===== src/rtl/dual_poly_misr_pkg.sv =====
package dual_poly_misr_pkg;

    typedef enum logic {
        POLY_A = 1'b0,
        POLY_B = 1'b1
    } poly_id_e;

    localparam int unsigned NUM_POLY = 2;

endpackage


===== src/rtl/dual_poly_misr_step.sv =====
module dual_poly_misr_step
    import dual_poly_misr_pkg::*;
#(
    parameter int unsigned W      = 16,
    parameter logic [W-1:0] POLY_A_TAPS = 16'h1021,
    parameter logic [W-1:0] POLY_B_TAPS = 16'h8005
) (
    input  logic [W-1:0] state_i,
    input  logic [W-1:0] data_i,
    input  poly_id_e     sel_i,
    output logic [W-1:0] next_o
);

    // Stage 0 always receives the feedback bit.
    localparam logic [W-1:0] TAP_A = POLY_A_TAPS | {{(W-1){1'b0}}, 1'b1};
    localparam logic [W-1:0] TAP_B = POLY_B_TAPS | {{(W-1){1'b0}}, 1'b1};

    logic [W-1:0] taps;
    logic         fb;

    always_comb begin
        taps = (sel_i == POLY_B) ? TAP_B : TAP_A;
        fb   = state_i[W-1];
    end

    for (genvar g = 0; g < W; g++) begin : g_stage
        if (g == 0) begin : g_low
            assign next_o[g] = fb ^ data_i[g];
        end else begin : g_mid
            assign next_o[g] = state_i[g-1] ^ (fb & taps[g]) ^ data_i[g];
        end
    end

endmodule


===== src/rtl/dual_poly_misr_reg.sv =====
module dual_poly_misr_reg
    import dual_poly_misr_pkg::*;
#(
    parameter int unsigned  W           = 16,
    parameter logic [W-1:0] POLY_A_TAPS = 16'h1021,
    parameter logic [W-1:0] POLY_B_TAPS = 16'h8005
) (
    input  logic         clk,
    input  logic         rst_n,
    input  logic         clr_i,
    input  logic         en_i,
    input  logic [W-1:0] data_i,
    input  poly_id_e     poly_sel_i,
    output logic [W-1:0] sig_o,
    output logic         active_o,
    output poly_id_e     epoch_sel_o
);

    typedef struct packed {
        logic [W-1:0] sig;
        logic         active;
        poly_id_e     sel;
    } reg_state_t;

    reg_state_t   state_d, state_q;
    poly_id_e     eff_sel;
    logic [W-1:0] stepped;

    // The polynomial is locked once the epoch has started.
    assign eff_sel = state_q.active ? state_q.sel : poly_sel_i;

    dual_poly_misr_step #(
        .W           (W),
        .POLY_A_TAPS (POLY_A_TAPS),
        .POLY_B_TAPS (POLY_B_TAPS)
    ) i_step (
        .state_i (state_q.sig),
        .data_i  (data_i),
        .sel_i   (eff_sel),
        .next_o  (stepped)
    );

    always_comb begin
        state_d = state_q;
        if (clr_i) begin
            state_d.sig    = '0;
            state_d.active = 1'b0;
        end else if (en_i) begin
            state_d.sig    = stepped;
            state_d.active = 1'b1;
            if (!state_q.active) begin
                state_d.sel = poly_sel_i;
            end
        end
    end

    always_ff @(posedge clk or negedge rst_n) begin
        if (!rst_n) begin
            state_q <= '{sig: '0, active: 1'b0, sel: POLY_A};
        end else begin
            state_q <= state_d;
        end
    end

    assign sig_o       = state_q.sig;
    assign active_o    = state_q.active;
    assign epoch_sel_o = state_q.sel;

    AST_CLEAR_ZEROES: assert property (@(posedge clk) disable iff (!rst_n)
        clr_i |=> (sig_o == '0));
    AST_IDLE_HOLDS: assert property (@(posedge clk) disable iff (!rst_n)
        (!clr_i && !en_i) |=> $stable(sig_o));
    AST_SEL_LOCKED: assert property (@(posedge clk) disable iff (!rst_n)
        (active_o && !clr_i) |=> $stable(epoch_sel_o));
    AST_EPOCH_OPENS: assert property (@(posedge clk) disable iff (!rst_n)
        (!clr_i && en_i) |=> active_o);

endmodule


===== src/rtl/dual_poly_misr_judge.sv =====
module dual_poly_misr_judge
    import dual_poly_misr_pkg::*;
#(
    parameter int unsigned W = 16
) (
    input  logic         clk,
    input  logic         rst_n,
    input  logic         clr_i,
    input  logic         active_i,
    input  poly_id_e     epoch_sel_i,
    input  logic [W-1:0] sig_i,
    input  logic [W-1:0] golden_a_i,
    input  logic [W-1:0] golden_b_i,
    output logic         pass_o
);

    typedef struct packed {
        logic [NUM_POLY-1:0] seen;
        logic [NUM_POLY-1:0] ok;
    } verdict_t;

    verdict_t            verdict_d, verdict_q;
    logic                close_epoch;
    logic [NUM_POLY-1:0] slot_hit;
    logic [NUM_POLY-1:0] slot_match;

    assign close_epoch = clr_i & active_i;

    for (genvar p = 0; p < NUM_POLY; p++) begin : g_slot
        logic [W-1:0] golden;
        if (p == 0) begin : g_a
            assign golden = golden_a_i;
        end else begin : g_b
            assign golden = golden_b_i;
        end
        assign slot_hit[p]   = close_epoch && (int'(epoch_sel_i) == p);
        assign slot_match[p] = (sig_i == golden);
    end

    always_comb begin
        verdict_d = verdict_q;
        for (int p = 0; p < NUM_POLY; p++) begin
            if (slot_hit[p]) begin
                verdict_d.seen[p] = 1'b1;
                verdict_d.ok[p]   = slot_match[p];
            end
        end
    end

    always_ff @(posedge clk or negedge rst_n) begin
        if (!rst_n) begin
            verdict_q <= '0;
        end else begin
            verdict_q <= verdict_d;
        end
    end

    assign pass_o = (&verdict_q.seen) & (&verdict_q.ok);

    AST_VERDICT_HOLDS: assert property (@(posedge clk) disable iff (!rst_n)
        !(clr_i && active_i) |=> $stable(verdict_q));
    AST_PASS_RISES_ON_CLOSE: assert property (@(posedge clk) disable iff (!rst_n)
        !(clr_i && active_i) |=> !$rose(pass_o));
    AST_ONE_SLOT_PER_CLOSE: assert property (@(posedge clk) disable iff (!rst_n)
        $onehot0(slot_hit));

endmodule


===== src/rtl/dual_poly_misr.sv =====
module dual_poly_misr
    import dual_poly_misr_pkg::*;
#(
    parameter int unsigned  W           = 16,
    parameter logic [W-1:0] POLY_A_TAPS = 16'h1021,
    parameter logic [W-1:0] POLY_B_TAPS = 16'h8005
) (
    input  logic         clk,
    input  logic         rst_n,
    input  logic         clr_i,
    input  logic         en_i,
    input  logic [W-1:0] data_i,
    input  logic         poly_sel_i,
    input  logic [W-1:0] golden_a_i,
    input  logic [W-1:0] golden_b_i,
    output logic [W-1:0] sig_o,
    output logic         pass_o
);

    logic     active;
    poly_id_e epoch_sel;

    dual_poly_misr_reg #(
        .W           (W),
        .POLY_A_TAPS (POLY_A_TAPS),
        .POLY_B_TAPS (POLY_B_TAPS)
    ) i_reg (
        .clk         (clk),
        .rst_n       (rst_n),
        .clr_i       (clr_i),
        .en_i        (en_i),
        .data_i      (data_i),
        .poly_sel_i  (poly_id_e'(poly_sel_i)),
        .sig_o       (sig_o),
        .active_o    (active),
        .epoch_sel_o (epoch_sel)
    );

    dual_poly_misr_judge #(
        .W (W)
    ) i_judge (
        .clk         (clk),
        .rst_n       (rst_n),
        .clr_i       (clr_i),
        .active_i    (active),
        .epoch_sel_i (epoch_sel),
        .sig_i       (sig_o),
        .golden_a_i  (golden_a_i),
        .golden_b_i  (golden_b_i),
        .pass_o      (pass_o)
    );

    AST_RESET_CLEAN: assert property (@(posedge clk) disable iff (!rst_n)
        $rose(rst_n) |-> (sig_o == '0 && !pass_o));

endmodule


===== config.mk =====
export PLATFORM = sky130hd
export DESIGN_NAME = dual_poly_misr
export DESIGN_NICKNAME = d
export VERILOG_FILES = /design/src/rtl/dual_poly_misr_pkg.sv /design/src/rtl/dual_poly_misr_step.sv /design/src/rtl/dual_poly_misr_reg.sv /design/src/rtl/dual_poly_misr_judge.sv /design/src/rtl/dual_poly_misr.sv
export SDC_FILE = /design/constraint.sdc
export NUM_CORES = 1
export LEC_CHECK = 0
export ABC_AREA = 1
export CORE_AREA = 2 2 56 58
export DETAILED_ROUTE_END_ITERATION = 7
export DIE_AREA = 0 0 58 60
export DONT_BUFFER_PORTS = 1
export PLACE_DENSITY = 0.71
export RECOVER_POWER = 50
export SLEW_MARGIN = 20
export SYNTH_ARGS = -nofsm -noshare
export SYNTH_HDL_FRONTEND = slang
export SYNTH_SLANG_ARGS = --single-unit

===== constraint.sdc =====
create_clock -name clk -period 1.15 [get_ports clk]
set_input_delay 0.23 -clock clk [delete_from_list [all_inputs] [get_ports clk]]
set_output_delay 0.23 -clock clk [all_outputs]
set_load 0.01 [all_outputs]

==> metrics <==
Nets=298; detail-routed via count per cell=5.022; IO buf count=0; GRT Resource Usage Total=22.00%; fraction of the cycle the final worst path needs=109.7%; outcome=finished with violations; gpl congestion=0.7755; syn avg cell area=7.257 um2; Slew @ Worst Pin=0.5407 ns; RSZ-0062 raised after global routing=yes; CTS Sinks=22; CP endpoint kind=output pin; total power=2.008 mW; antenna-violating nets left=0; Max Root-Sink Buffers=2; Layout area overhead=29.56%; pre-CTS setup slack=0.02009 ns; sequential share of the synthesized area=36.12%; synth unique cells=21; Final min period=1.261 ns; worst vdd ir=0.6476 mV; die area=0.003480 mm2; synthesis warning total=0; FMAX=0.7927 GHz; layout cells sized above 1=29.51%; most used cells in the layout excluding fill and tap cells=65 x nand2_1, 21 x inv_1, 21 x xnor2_1; cells after synthesis=210; post-synth net total=263; critical path peak fanout=2; router iterations before antenna repair=4; clk slew on worst S/H paths=0.12 ns; vias in the first global route=1425; DRT iter0 DRCs=39; CTS tree=done; relative slew slack=63.95%; Initial Util=52.50%; Hold WC Path Type=input pin to register; hold_ws=0.05180 ns; final setup margin=-0.1115 ns; Leak=0.9863 nW; max incr delay on CP=0.36 ns; first-pass GRT wire length=5823 um; DRC Markers=0; Final setup viols=3; Synth area leaders=dfrtp_1 36%, nand2_1 17%, xnor2_1 13%; hold_sp=en_i; Avg WL per Cell=13.28 um; type of origin of the critical path=register; commonest non-fill, non-tap cell in the layout=nand2_1; routed via count=1391; CP cell instances=inv_2 > nor3_2 > buf_4; GR Overflow Total=0; failing checks=negative setup slack; CP Data Arrival Time=1.03 ns; Final Slew Violations=0; final hold vios=0; Final Skew=0.001320 ns; Worst-Skew Late Latency=0.31 ns; Top Ports=70; FF+latch count, synth=22; Die X=58 um; max-cap viol count=0; PwrDens=1017 mW/mm2; Core Region=0.002903 mm2; CTS Buf Count=3; CTS H-tree depth=1; slowest stage cell, crit path=dfrtp_1; WP data required=0.92 ns; initial antenna violation count=0; Syn Std Cell Area=0.001524 mm2; final WL=3678 um; crit path kind=register to output pin; die height=60 um; leading area contributor after synthesis=dfrtp_1; CTS Root Cell=clkbuf_4; HPWL Detailed=2723 um; number of diodes=0; Worst Setup SP=i_judge.verdict_q[3]$_DFFE_PN0P_; design area=0.001974 mm2; largest net degree at the start of global routing=23; share of the synthesized area in the top cell type=36.12%; Placement Cell Area=0.001699 mm2; Rows=20; FF-to-FF Start=i_reg.epoch_sel_o$_DFFE_PN0P_
## sequential cells by signal, summed over array words and instances, names as in the netlist
signal / count
i_reg.active_o: 1
i_reg.epoch_sel_o: 1
i_reg.sig_o: 16
i_judge.verdict_q: 4
## worst max-delay path: cells and delay by family, from the launching register on
| family | cells | cell delay [ns] |
|---|---|---|
| flip-flops | 1 | 0.36 |
| AND/OR/NAND/NOR | 1 | 0.17 |
| buffers and inverters | 2 | 0.19 |
## synthesized netlist by cell type (all sizes together)
cell   instances
xor2          14
o22ai          6
nand2         69
dfrtp         22
nand3          6
nor3           2
or2            1
nor2          22
a21oi          1
inv           31
buf            2
o21ai         10
xnor2         23
a31oi          1
## worst paths after layout
check / end / slack [ns] / cells after the start
max in group asynchronous: i_reg.sig_o[1]$_DFFE_PN0P_ / 0.34 / 2
worst max-delay path: pass_o / -0.11 / 3
min in group asynchronous: i_judge.verdict_q[3]$_DFFE_PN0P_ / 0.42 / 2
worst min-delay path: i_reg.active_o$_DFFE_PN0P_ / 0.05 / 2
worst max register to register: i_reg.sig_o[12]$_DFFE_PN0P_ / 0.02 / 5
worst min register to register: i_judge.verdict_q[2]$_DFFE_PN0P_ / 0.48 / 2
## through the flow
stage	setup TNS (ns)	util [%]	std cells
global placement	0	58.53	261
floorplan	0	-	210
finish	-0.1505	68.02	277
CTS	-0.1008	63.36	273
global route	-0.6377	68.02	277
detailed placement	0	58.53	261
## kinds of logic after synthesis
group | after synthesis | share of synthesized area (%)
AND/OR/NAND/NOR | 100 | 26.44
XOR/XNOR | 37 | 21.26
buffers and inverters | 33 | 8.702
flip-flops | 22 | 36.12
AO/OA/AOI/OAI | 18 | 7.471
## area by class of cell
type | instances | area (um2)
Clock buffer | 4 | 36.28
Fill cell | 255 | 928.4
Inverter | 31 | 116.4
Multi-Input combinational cell | 155 | 909.6
Sequential cell | 22 | 564.3
Tap cell | 33 | 41.29
Timing Repair Buffer | 32 | 306.5
## per-layer routing
layer | vias up | GRT usage (%) | routed length, um
met5 | - | 0 | 0
li1 | 703 | - | -
met4 | 0 | 7.973 | 53
met2 | 47 | 41.23 | 1946
met1 | 635 | 24.93 | 1452
met3 | 6 | 3.896 | 225
## repair_timing
action                                  4_1_cts  5_1_grt
gates cloned                                  0        0
hold endpoints to repair                     23       22
endpoints found under the setup margin       12       23
pin swaps                                     0       18
resized for setup                            15       36
hold buffers                                  1        2
buffers inserted                              7        2
## power by group
group | internal, mW | switching (mW) | leakage [nW]
Sequential | 0.836 | 0.0941 | 0.266
Clock | 0.193 | 0.235 | 0.0210
Combinational | 0.342 | 0.307 | 0.700
Note: power is estimated with default switching activity, not from simulation.
